[src/rtl/tod_prescaler_pkg.sv]
package tod_prescaler_pkg;
  typedef enum logic {
    RATIO_SLOW = 1'b0,
    RATIO_FAST = 1'b1
  } ratio_sel_e;

  function automatic int unsigned pick_ratio(input logic sel, input int unsigned fast,
                                             input int unsigned slow);
    return sel ? fast : slow;
  endfunction

  function automatic int unsigned max_ratio(input int unsigned a, input int unsigned b);
    return (a > b) ? a : b;
  endfunction
endpackage

[src/rtl/tod_phase_ring.sv]
module tod_phase_ring #(
  parameter int unsigned LEN = 4
) (
  input  logic clk_i,
  input  logic rst_ni,
  output logic ena_o
);
  logic [LEN-1:0] ring_q;

  always_ff @(posedge clk_i or negedge rst_ni) begin
    if (!rst_ni) ring_q <= LEN'(1);
    else         ring_q <= {ring_q[LEN-2:0], ring_q[LEN-1]};
  end

  assign ena_o = ring_q[0];

  AST_RING_ONEHOT: assert property (@(posedge clk_i) disable iff (!rst_ni)
    $onehot(ring_q));
endmodule

[src/rtl/tod_edge_capture.sv]
module tod_edge_capture #(
  parameter int unsigned SYNC_STAGES = 2
) (
  input  logic clk_i,
  input  logic rst_ni,
  input  logic pin_i,
  input  logic ena_i,
  output logic det_o
);
  // top bit is the history flop for edge detection
  logic [SYNC_STAGES:0] sync_q;
  logic                 pend_q;
  logic                 rise;

  always_ff @(posedge clk_i or negedge rst_ni) begin
    if (!rst_ni) sync_q <= '0;
    else         sync_q <= {sync_q[SYNC_STAGES-1:0], pin_i};
  end

  assign rise  = sync_q[SYNC_STAGES-1] & ~sync_q[SYNC_STAGES];
  assign det_o = pend_q & ena_i;

  // a new edge wins over the acknowledge of the previous one
  always_ff @(posedge clk_i or negedge rst_ni) begin
    if (!rst_ni) pend_q <= 1'b0;
    else         pend_q <= rise | (pend_q & ~det_o);
  end

  AST_PEND_ACK: assert property (@(posedge clk_i) disable iff (!rst_ni)
    (det_o && !rise) |=> !pend_q);
  AST_PEND_HOLD: assert property (@(posedge clk_i) disable iff (!rst_ni)
    (pend_q && !ena_i) |=> pend_q);
endmodule

[src/rtl/tod_predivider.sv]
module tod_predivider #(
  parameter int unsigned DIV_FAST = 5,
  parameter int unsigned DIV_SLOW = 6,
  parameter int unsigned CNT_W    = 3
) (
  input  logic clk_i,
  input  logic rst_ni,
  input  logic det_i,
  input  logic sel_fast_i,
  input  logic hold_i,
  output logic ovf_o
);
  import tod_prescaler_pkg::*;

  logic [CNT_W-1:0] cnt_q;
  logic [CNT_W-1:0] last;
  logic             sel_q;
  logic             ovf_q;

  assign last = sel_q ? CNT_W'(DIV_FAST - 1) : CNT_W'(DIV_SLOW - 1);

  always_ff @(posedge clk_i or negedge rst_ni) begin
    if (!rst_ni) begin
      cnt_q <= '0;
      sel_q <= RATIO_SLOW;
      ovf_q <= 1'b0;
    end else begin
      ovf_q <= 1'b0;
      if (hold_i) begin
        cnt_q <= '0;
      end else if (det_i) begin
        if (cnt_q == last) begin
          cnt_q <= '0;
          ovf_q <= 1'b1;
        end else begin
          cnt_q <= cnt_q + 1'b1;
        end
      end
      // mode follows the pin only while the count rests at zero
      if (cnt_q == '0) sel_q <= sel_fast_i;
    end
  end

  assign ovf_o = ovf_q;

  AST_HOLD_CLEARS: assert property (@(posedge clk_i) disable iff (!rst_ni)
    hold_i |=> (cnt_q == '0 && !ovf_q));
  AST_CNT_LIMIT: assert property (@(posedge clk_i) disable iff (!rst_ni)
    cnt_q <= last);
  AST_CNT_ON_DET: assert property (@(posedge clk_i) disable iff (!rst_ni)
    (cnt_q != $past(cnt_q)) |-> ($past(det_i) || $past(hold_i)));
  AST_SEL_FROZEN: assert property (@(posedge clk_i) disable iff (!rst_ni)
    ($past(cnt_q) != '0) |-> $stable(sel_q));
  AST_OVF_SINGLE: assert property (@(posedge clk_i) disable iff (!rst_ni)
    ovf_q |=> !ovf_q);
endmodule

[src/rtl/tod_prescaler.sv]
module tod_prescaler #(
  parameter int unsigned RING_LEN    = 4,
  parameter int unsigned SYNC_STAGES = 2,
  parameter int unsigned DIV_FAST    = 5,
  parameter int unsigned DIV_SLOW    = 6
) (
  input  logic clk_i,
  input  logic rst_ni,
  input  logic mains_i,
  input  logic fast_sel_i,
  input  logic hold_i,
  output logic phase_o,
  output logic ovf_o,
  output logic step_o
);
  import tod_prescaler_pkg::*;

  localparam int unsigned CNT_W = $clog2(max_ratio(DIV_FAST, DIV_SLOW));

  logic ena;
  logic det;
  logic ovf;
  logic ovf_d_q;
  logic step_pend_q;

  tod_phase_ring #(.LEN(RING_LEN)) i_ring (
    .clk_i (clk_i),
    .rst_ni(rst_ni),
    .ena_o (ena)
  );

  tod_edge_capture #(.SYNC_STAGES(SYNC_STAGES)) i_edge (
    .clk_i (clk_i),
    .rst_ni(rst_ni),
    .pin_i (mains_i),
    .ena_i (ena),
    .det_o (det)
  );

  tod_predivider #(
    .DIV_FAST(DIV_FAST),
    .DIV_SLOW(DIV_SLOW),
    .CNT_W   (CNT_W)
  ) i_prediv (
    .clk_i     (clk_i),
    .rst_ni    (rst_ni),
    .det_i     (det),
    .sel_fast_i(fast_sel_i),
    .hold_i    (hold_i),
    .ovf_o     (ovf)
  );

  // one count step per overflow rise, issued on the next phase
  always_ff @(posedge clk_i or negedge rst_ni) begin
    if (!rst_ni) begin
      ovf_d_q     <= 1'b0;
      step_pend_q <= 1'b0;
    end else begin
      ovf_d_q     <= ovf;
      step_pend_q <= (ovf & ~ovf_d_q) | (step_pend_q & ~ena);
    end
  end

  assign step_o  = step_pend_q & ena;
  assign phase_o = ena;
  assign ovf_o   = ovf;

  AST_STEP_SINGLE: assert property (@(posedge clk_i) disable iff (!rst_ni)
    step_o |=> !step_o);
  AST_STEP_FOLLOWS: assert property (@(posedge clk_i) disable iff (!rst_ni)
    ovf |=> step_pend_q);
endmodule

[config.mk]
export PLATFORM = sky130hd
export DESIGN_NAME = tod_prescaler
export DESIGN_NICKNAME = d
export VERILOG_FILES = /design/src/rtl/tod_prescaler_pkg.sv /design/src/rtl/tod_phase_ring.sv /design/src/rtl/tod_edge_capture.sv /design/src/rtl/tod_predivider.sv /design/src/rtl/tod_prescaler.sv
export SDC_FILE = /design/constraint.sdc
export NUM_CORES = 1
export LEC_CHECK = 0
export ABC_CLOCK_PERIOD_IN_PS = 1350
export BUFFER_PORTS_ARGS = -buffer_cell sky130_fd_sc_hd__clkbuf_2
export CAP_MARGIN = 40
export CORE_AREA = 2 2 39 41
export CTS_BUF_LIST = sky130_fd_sc_hd__clkbuf_8
export CTS_CLUSTER_SIZE = 14
export DETAILED_ROUTE_END_ITERATION = 12
export DIE_AREA = 0 0 41 43
export GPL_TIMING_DRIVEN = 1
export PLACE_DENSITY_LB_ADDON = 0.08
export REMOVE_ABC_BUFFERS = 1
export SLEW_MARGIN = 0
export SYNTH_ARGS = -nofsm -noshare
export SYNTH_HDL_FRONTEND = slang
export SYNTH_SLANG_ARGS = --single-unit
[constraint.sdc]
create_clock -name clk_i -period 1.35 [get_ports clk_i]
set_clock_uncertainty 0.2 [all_clocks]
set_input_delay 0.405 -clock clk_i [delete_from_list [all_inputs] [get_ports clk_i]]
set_output_delay 0.405 -clock clk_i [all_outputs]
set_load 0.02 [all_outputs]
==> out/results.ini, run 1 <==
[final_layout]
nFillCells = 114
diodes = 0
final_nets = 71
area_growth_pct = 48.1
fin_area_sq_um = 836
most-common-layout-cells = dfrtp_1, inv_1, clkbuf_8, clkbuf_2, buf_4
mostFrequentLayoutCell = dfrtp_1
drive_gt1_share_pct = 54.0
multi_input_area_sq_um = 204
ff_latch_area_sq_um = 379

[flow_run]
maxCapViolations = 0

[outcome]
violations = negative setup slack
status = finished with violations

[setup_path]
critPathBufInv = 1
crit_path_max_incr_delay_ps = 570
rr_worst_depth = 5
cp_data_required_time_ps = 750
worstPathMaxFanout = 3
r2r_setup_slack_ps = -210
cpLargestDelayFamily = flip-flops
crit_slowest_cell = dfstp_2
startpoint_type = flop
crit_path_end_kind = output port
critPathKind = flop to output port
path_cells = and2_4 > buf_8
crit_start = i_ring.ring_q[0]
worstPathArrival_ps = 1060
r2r-end = i_prediv.cnt_q[2]
rr_startpoint = i_ring.ring_q[0]

[floorplan]
core_sq_mm = 0.00138
die-area_sq_mm = 0.00176
start_util_pct = 40.8
fp.dieW_um = 41
dieHeight_um = 43
num_rows = 14
ios = 8

[worst_hold_path]
hp-start = mains_i
whs_path_depth = 1
hold_path.class = input pin to flop
hold_end = i_edge.sync_q[0]

[sta]
finalHoldViolations = 0
setup_viol_count_final = 6
final.min_clock_period_ps = 1660
fin_ws_ps = -310
slew_violations = 0
relSlewSlack_pct = 76.7
worstMarginPinSlew_ps = 349
fmax_ghz = 0.602
rsz0062_at_grt = yes
finalCritPeriodShare_pct = 123

[clock_tree]
cts_buffers = 3
insertion_delay_ps = 240
htreeDepth = 1
cts_tree = built
clockBufferDepth = 2
clock_sinks = 15
clk_pin_slew_ps = 50
cts_root_buf = clkbuf_8

[synth]
postSynthCellCount = 43
ys_seq_elements = 15
synthesis.area_sq_um = 564
ys_types = 20
yosysSeqAreaShare_pct = 66.7
ys.warnings.count = 0
synth_area_per_cell_sq_um = 13.1

[detailed_routing]
vias = 391
via_per_inst = 4.95
totalWireLength_mm = 1.12
first_pass_iters = 4
drt_iter0_markers = 3
drc_errors = 0
antenna_left = 0
wl_per_cell_um = 14.2

[power_and_ir_drop]
leakagePower_nw = 0.388
powerDensity_mw_per_mm2 = 982
ir_worst_vdd_mv = 0.775
finalPower_w = 0.000821

[grt]
grt_start_max_net_pins = 16
grt_pass1_vias = 454
overflow = 0
grtUsageTotal_pct = 17.4
grt_pass1_wl_mm = 1.98
antenna_found_initial = 0

[placement]
post_dp_cell_area_sq_um = 642
post-dp-hpwl_um = 666
place_congestion = 0.671
pre_cts_slack_ps = -108
portBuffers = 7

-- worst reg2reg max path, delay by kind of cell (launching register included) --
| kind | cells | cell delay (ps) |
|---|---|---|
| AND/OR/NAND/NOR | 2 | 360 |
| buffers and inverters | 2 | 200 |
| AO/OA/AOI/OAI | 1 | 150 |
| flip-flops | 1 | 570 |
-- metal layers --
metal	part of all wire (%)	routed length [um]	vias up	global-route usage (%)
met5	0	0	-	0
met2	56	626	9	26.9
met3	3.8	43	2	6.28
li1	-	-	183	-
met1	39	442	197	20.6
met4	0.71	8	0	8.00
-- how the worst max path moves through the flow --
stage	to	cells past startpoint	slack, ps
floorplan	i_prediv.cnt_q[0]	3	-100
global placement	step_o	2	-80
detailed placement	step_o	2	-110
CTS	step_o	2	-330
global route	step_o	2	-360
finish	step_o	2	-310
-- logic make-up after synthesis --
| logic type | Yosys count | share of synthesized area (%) |
|---|---|---|
| AOI/OAI and AO/OA | 7 | 9.09 |
| xor gates and xnor gates | 1 | 1.55 |
| and+or+nand+nor | 9 | 10.9 |
| muxes | 1 | 2.00 |
| buffers and inverters | 8 | 5.32 |
| adders and majority gates | 2 | 4.43 |
| DFF | 15 | 66.7 |
-- state kept, by name (all words and copies together) (netlist names) --
register / count
i_ring.ring_q: 4
step_pend_q: 1
i_edge.sync_q: 3
i_edge.pend_q: 1
ovf_d_q: 1
i_prediv.sel_q: 1
i_prediv.cnt_q: 3
i_prediv.ovf_o: 1
-- stage by stage --
stage / utilization [%] / hold slack (ps) / cells / setup TNS (ps)
2_1_floorplan: - / -90.6 / 43 / -288
3_3_place_gp: 46.4 / 117 / 69 / -136
3_5_place_dp: 46.4 / 128 / 69 / -366
4_1_cts: 58.7 / 69.2 / 78 / -938
5_1_grt: 60.4 / 58.4 / 79 / -1450
6_report: 60.4 / 72.4 / 79 / -1100
-- layout make-up --
cell class / instances / share of cell area (%)
sequential: 15 / 45.4
multi-input combinational: 20 / 24.4
timing repair buffer: 16 / 18.9
clock buffer: 3 / 4.94
inverter: 8 / 3.59
tap: 16 / 2.40
clock inverter: 1 / 0.449
-- synthesized netlist by cell type (all sizes together) --
master | count | share of area [%]
o22ai | 2 | 2.2
inv | 8 | 5.3
o41ai | 1 | 1.6
a31oi | 1 | 1.1
o211ai | 1 | 1.3
or3 | 1 | 1.1
mux2 | 1 | 2.0
nor3b | 2 | 3.5
dfrtp | 14 | 62
dfstp | 1 | 4.7
a311o | 1 | 2.0
and2 | 1 | 1.3
nand2 | 3 | 2.4
xnor2 | 1 | 1.6
a21oi | 1 | 0.89
nand3b | 1 | 1.3
nand2b | 1 | 1.1
ha | 2 | 4.4
-- timing repair --
item	in CTS	in global routing
setup endpoints to repair	7	8
pin swaps	4	4
hold buffers	1	0
setup buffers	4	1
endpoints found under the hold margin	14	0
resized for setup	17	8
-- where the power goes --
part | switching [W] | total, W | leakage, nW | internal, W
sequential | 0.00000322 | 0.000459 | 0.188 | 0.000456
combinational | 0.0000138 | 0.0000236 | 0.173 | 0.00000985
clock | 0.000137 | 0.000337 | 0.0269 | 0.000200
Power figures use the tool's default switching activity.
==> run 2: changes to the inputs <==
--- a/config.mk
+++ b/config.mk
@@ -16,6 +16,7 @@
 export GPL_TIMING_DRIVEN = 1
 export PLACE_DENSITY_LB_ADDON = 0.08
 export REMOVE_ABC_BUFFERS = 1
+export SKIP_LAST_GASP = 1
 export SLEW_MARGIN = 0
 export SYNTH_ARGS = -nofsm -noshare
 export SYNTH_HDL_FRONTEND = slang
==> run 2 against run 1 <==
Net effect:
- the flow still finishes with violations (negative setup slack)
- cell area rose by 0.30%
- critical endpoint unchanged
- count of clock-buffer cells in the layout did not move
- setup slack got worse by 3.7 ps
- via count rose by 2.6%
- sequential power barely moved
- global-route usage fell by 0.82 points
- sequential share of layout area fell by 0.28 points
- core utilization rose by 0.18 points
==> out/results.ini, run 2 (same netlist as run 1, synthesis figures left out) <==
[sta]
finalHoldViolations = 0
rsz0062_at_grt = yes
final.min_clock_period_ps = 1660
fmax_ghz = 0.601
finalCritPeriodShare_pct = 123
worstMarginPinSlew_ps = 356
fin_ws_ps = -314
slew_violations = 0
setup_viol_count_final = 6
relSlewSlack_pct = 76.3

[floorplan]
die-area_sq_mm = 0.00176
fp.dieW_um = 41
num_rows = 14
core_sq_mm = 0.00138
dieHeight_um = 43
ios = 8
start_util_pct = 40.8

[final_layout]
diodes = 0
drive_gt1_share_pct = 51.6
mostFrequentLayoutCell = dfrtp_1
final_util_pct = 60.6
stdcell_count = 80
nFillCells = 108
top_register = i_ring.ring_q
final_nets = 72
largest_reg_flops = 4
most-common-layout-cells = dfrtp_1, inv_1, buf_4
area_growth_pct = 48.6
top_regs = i_ring.ring_q (4), i_edge.sync_q (3), i_prediv.cnt_q (3)

[detailed_routing]
via_per_inst = 5.01
wl_per_cell_um = 14.9
antenna_left = 0
totalWireLength_mm = 1.19
drc_errors = 0
first_pass_iters = 3
drt_iter0_markers = 6
vias = 401

[placement]
place_congestion = 0.671
portBuffers = 7
dp.cells = 69
post-dp-hpwl_um = 666

[outcome]
status = finished with violations
violations = negative setup slack

[power_and_ir_drop]
leakagePower_nw = 0.393
finalPower_w = 0.000823
ir_worst_vdd_mv = 0.778
powerDensity_mw_per_mm2 = 982

[setup_path]
startpoint_type = flop
rr_startpoint = i_ring.ring_q[0]
crit_path_end_kind = output port
worstPathArrival_ps = 1060
crit_path_max_incr_delay_ps = 570
path_cells = and2_4 > buf_8
cpLargestDelayFamily = flip-flops
r2r-end = i_prediv.cnt_q[2]
r2r_setup_slack_ps = -200
crit_slowest_cell = dfstp_2
cp_data_required_time_ps = 750
critPathBufInv = 1
rr_worst_depth = 5
worstPathMaxFanout = 3
critPathKind = flop to output port

[clock_tree]
clockBufferDepth = 2
clk_pin_slew_ps = 50
htreeDepth = 1
cts_tree = built
insertion_delay_ps = 240
cts_root_buf = clkbuf_8
clock_sinks = 15
cts_buffers = 3

[grt]
grt_start_max_net_pins = 16
grt_pass1_vias = 449
overflow = 0
antenna_found_initial = 0
grt_pass1_wl_mm = 1.90
grtUsageTotal_pct = 16.6

[worst_hold_path]
hp-start = mains_i
hold_path.class = input pin to flop
whs_path_depth = 1
hold_end = i_edge.sync_q[0]

[flow_run]
maxCapViolations = 0

run 2: worst max path at each step:
stage,startpoint,to,slack [ps],cells after the start
finish,i_ring.ring_q[0],step_o,-310,2
global route,i_ring.ring_q[0],step_o,-360,2
CTS,i_ring.ring_q[0],step_o,-330,2
detailed placement,i_ring.ring_q[0],step_o,-110,2
global placement,i_ring.ring_q[0],step_o,-80,2
floorplan,i_ring.ring_q[0],i_prediv.cnt_q[0],-100,3
run 2: metal layers:
metal / GRT usage [%] / routed length, um / up-vias
li1: - / - / 184
met1: 19.5 / 470 / 207
met2: 25.3 / 674 / 8
met3: 6.28 / 37 / 2
met4: 8.00 / 8 / 0
met5: 0 / 0 / -
run 2: per-stage QoR:
stage	setup TNS, ps	hold WS [ps]	cell area (sq um)	worst slack [ps]
6_report	-1130	71.0	838	-314
3_5_place_dp	-366	128	642	-108
3_3_place_gp	-136	117	642	-84.5
4_1_cts	-1040	69.2	790	-334
2_1_floorplan	-288	-90.6	564	-103
5_1_grt	-1450	58.8	838	-355
run 2: what timing repair did:
action,CTS,global route
hold buffers,1,0
endpoints found under the setup margin,7,8
hold endpoints to repair,14,0
buffers inserted,4,2
resized for setup,12,10
pin swaps,4,4
cloned,0,0
run 2: power by group:
group / switching (W) / internal (W)
clock: 0.000139 / 0.000201
sequential: 0.00000320 / 0.000456
combinational: 0.0000142 / 0.00000985
run 2: final cells by class:
cell class | count | area, sq um | share of cell area (%)
clock inverters | 1 | 3.75 | 0.448
multi-input cells | 20 | 204 | 24.3
repair buffers | 17 | 161 | 19.3
flip-flops and latches | 15 | 378 | 45.1
well taps | 16 | 20.0 | 2.39
inverters | 8 | 30.0 | 3.58
clock buffers | 3 | 41.3 | 4.93
run 2: worst register-to-register path: stages, from the launching register on:
cell,delay (ps)
dfstp_2,570
buf_12,110
buf_6,90
nand2_4,50
or3_1,310
a31oi_1,150
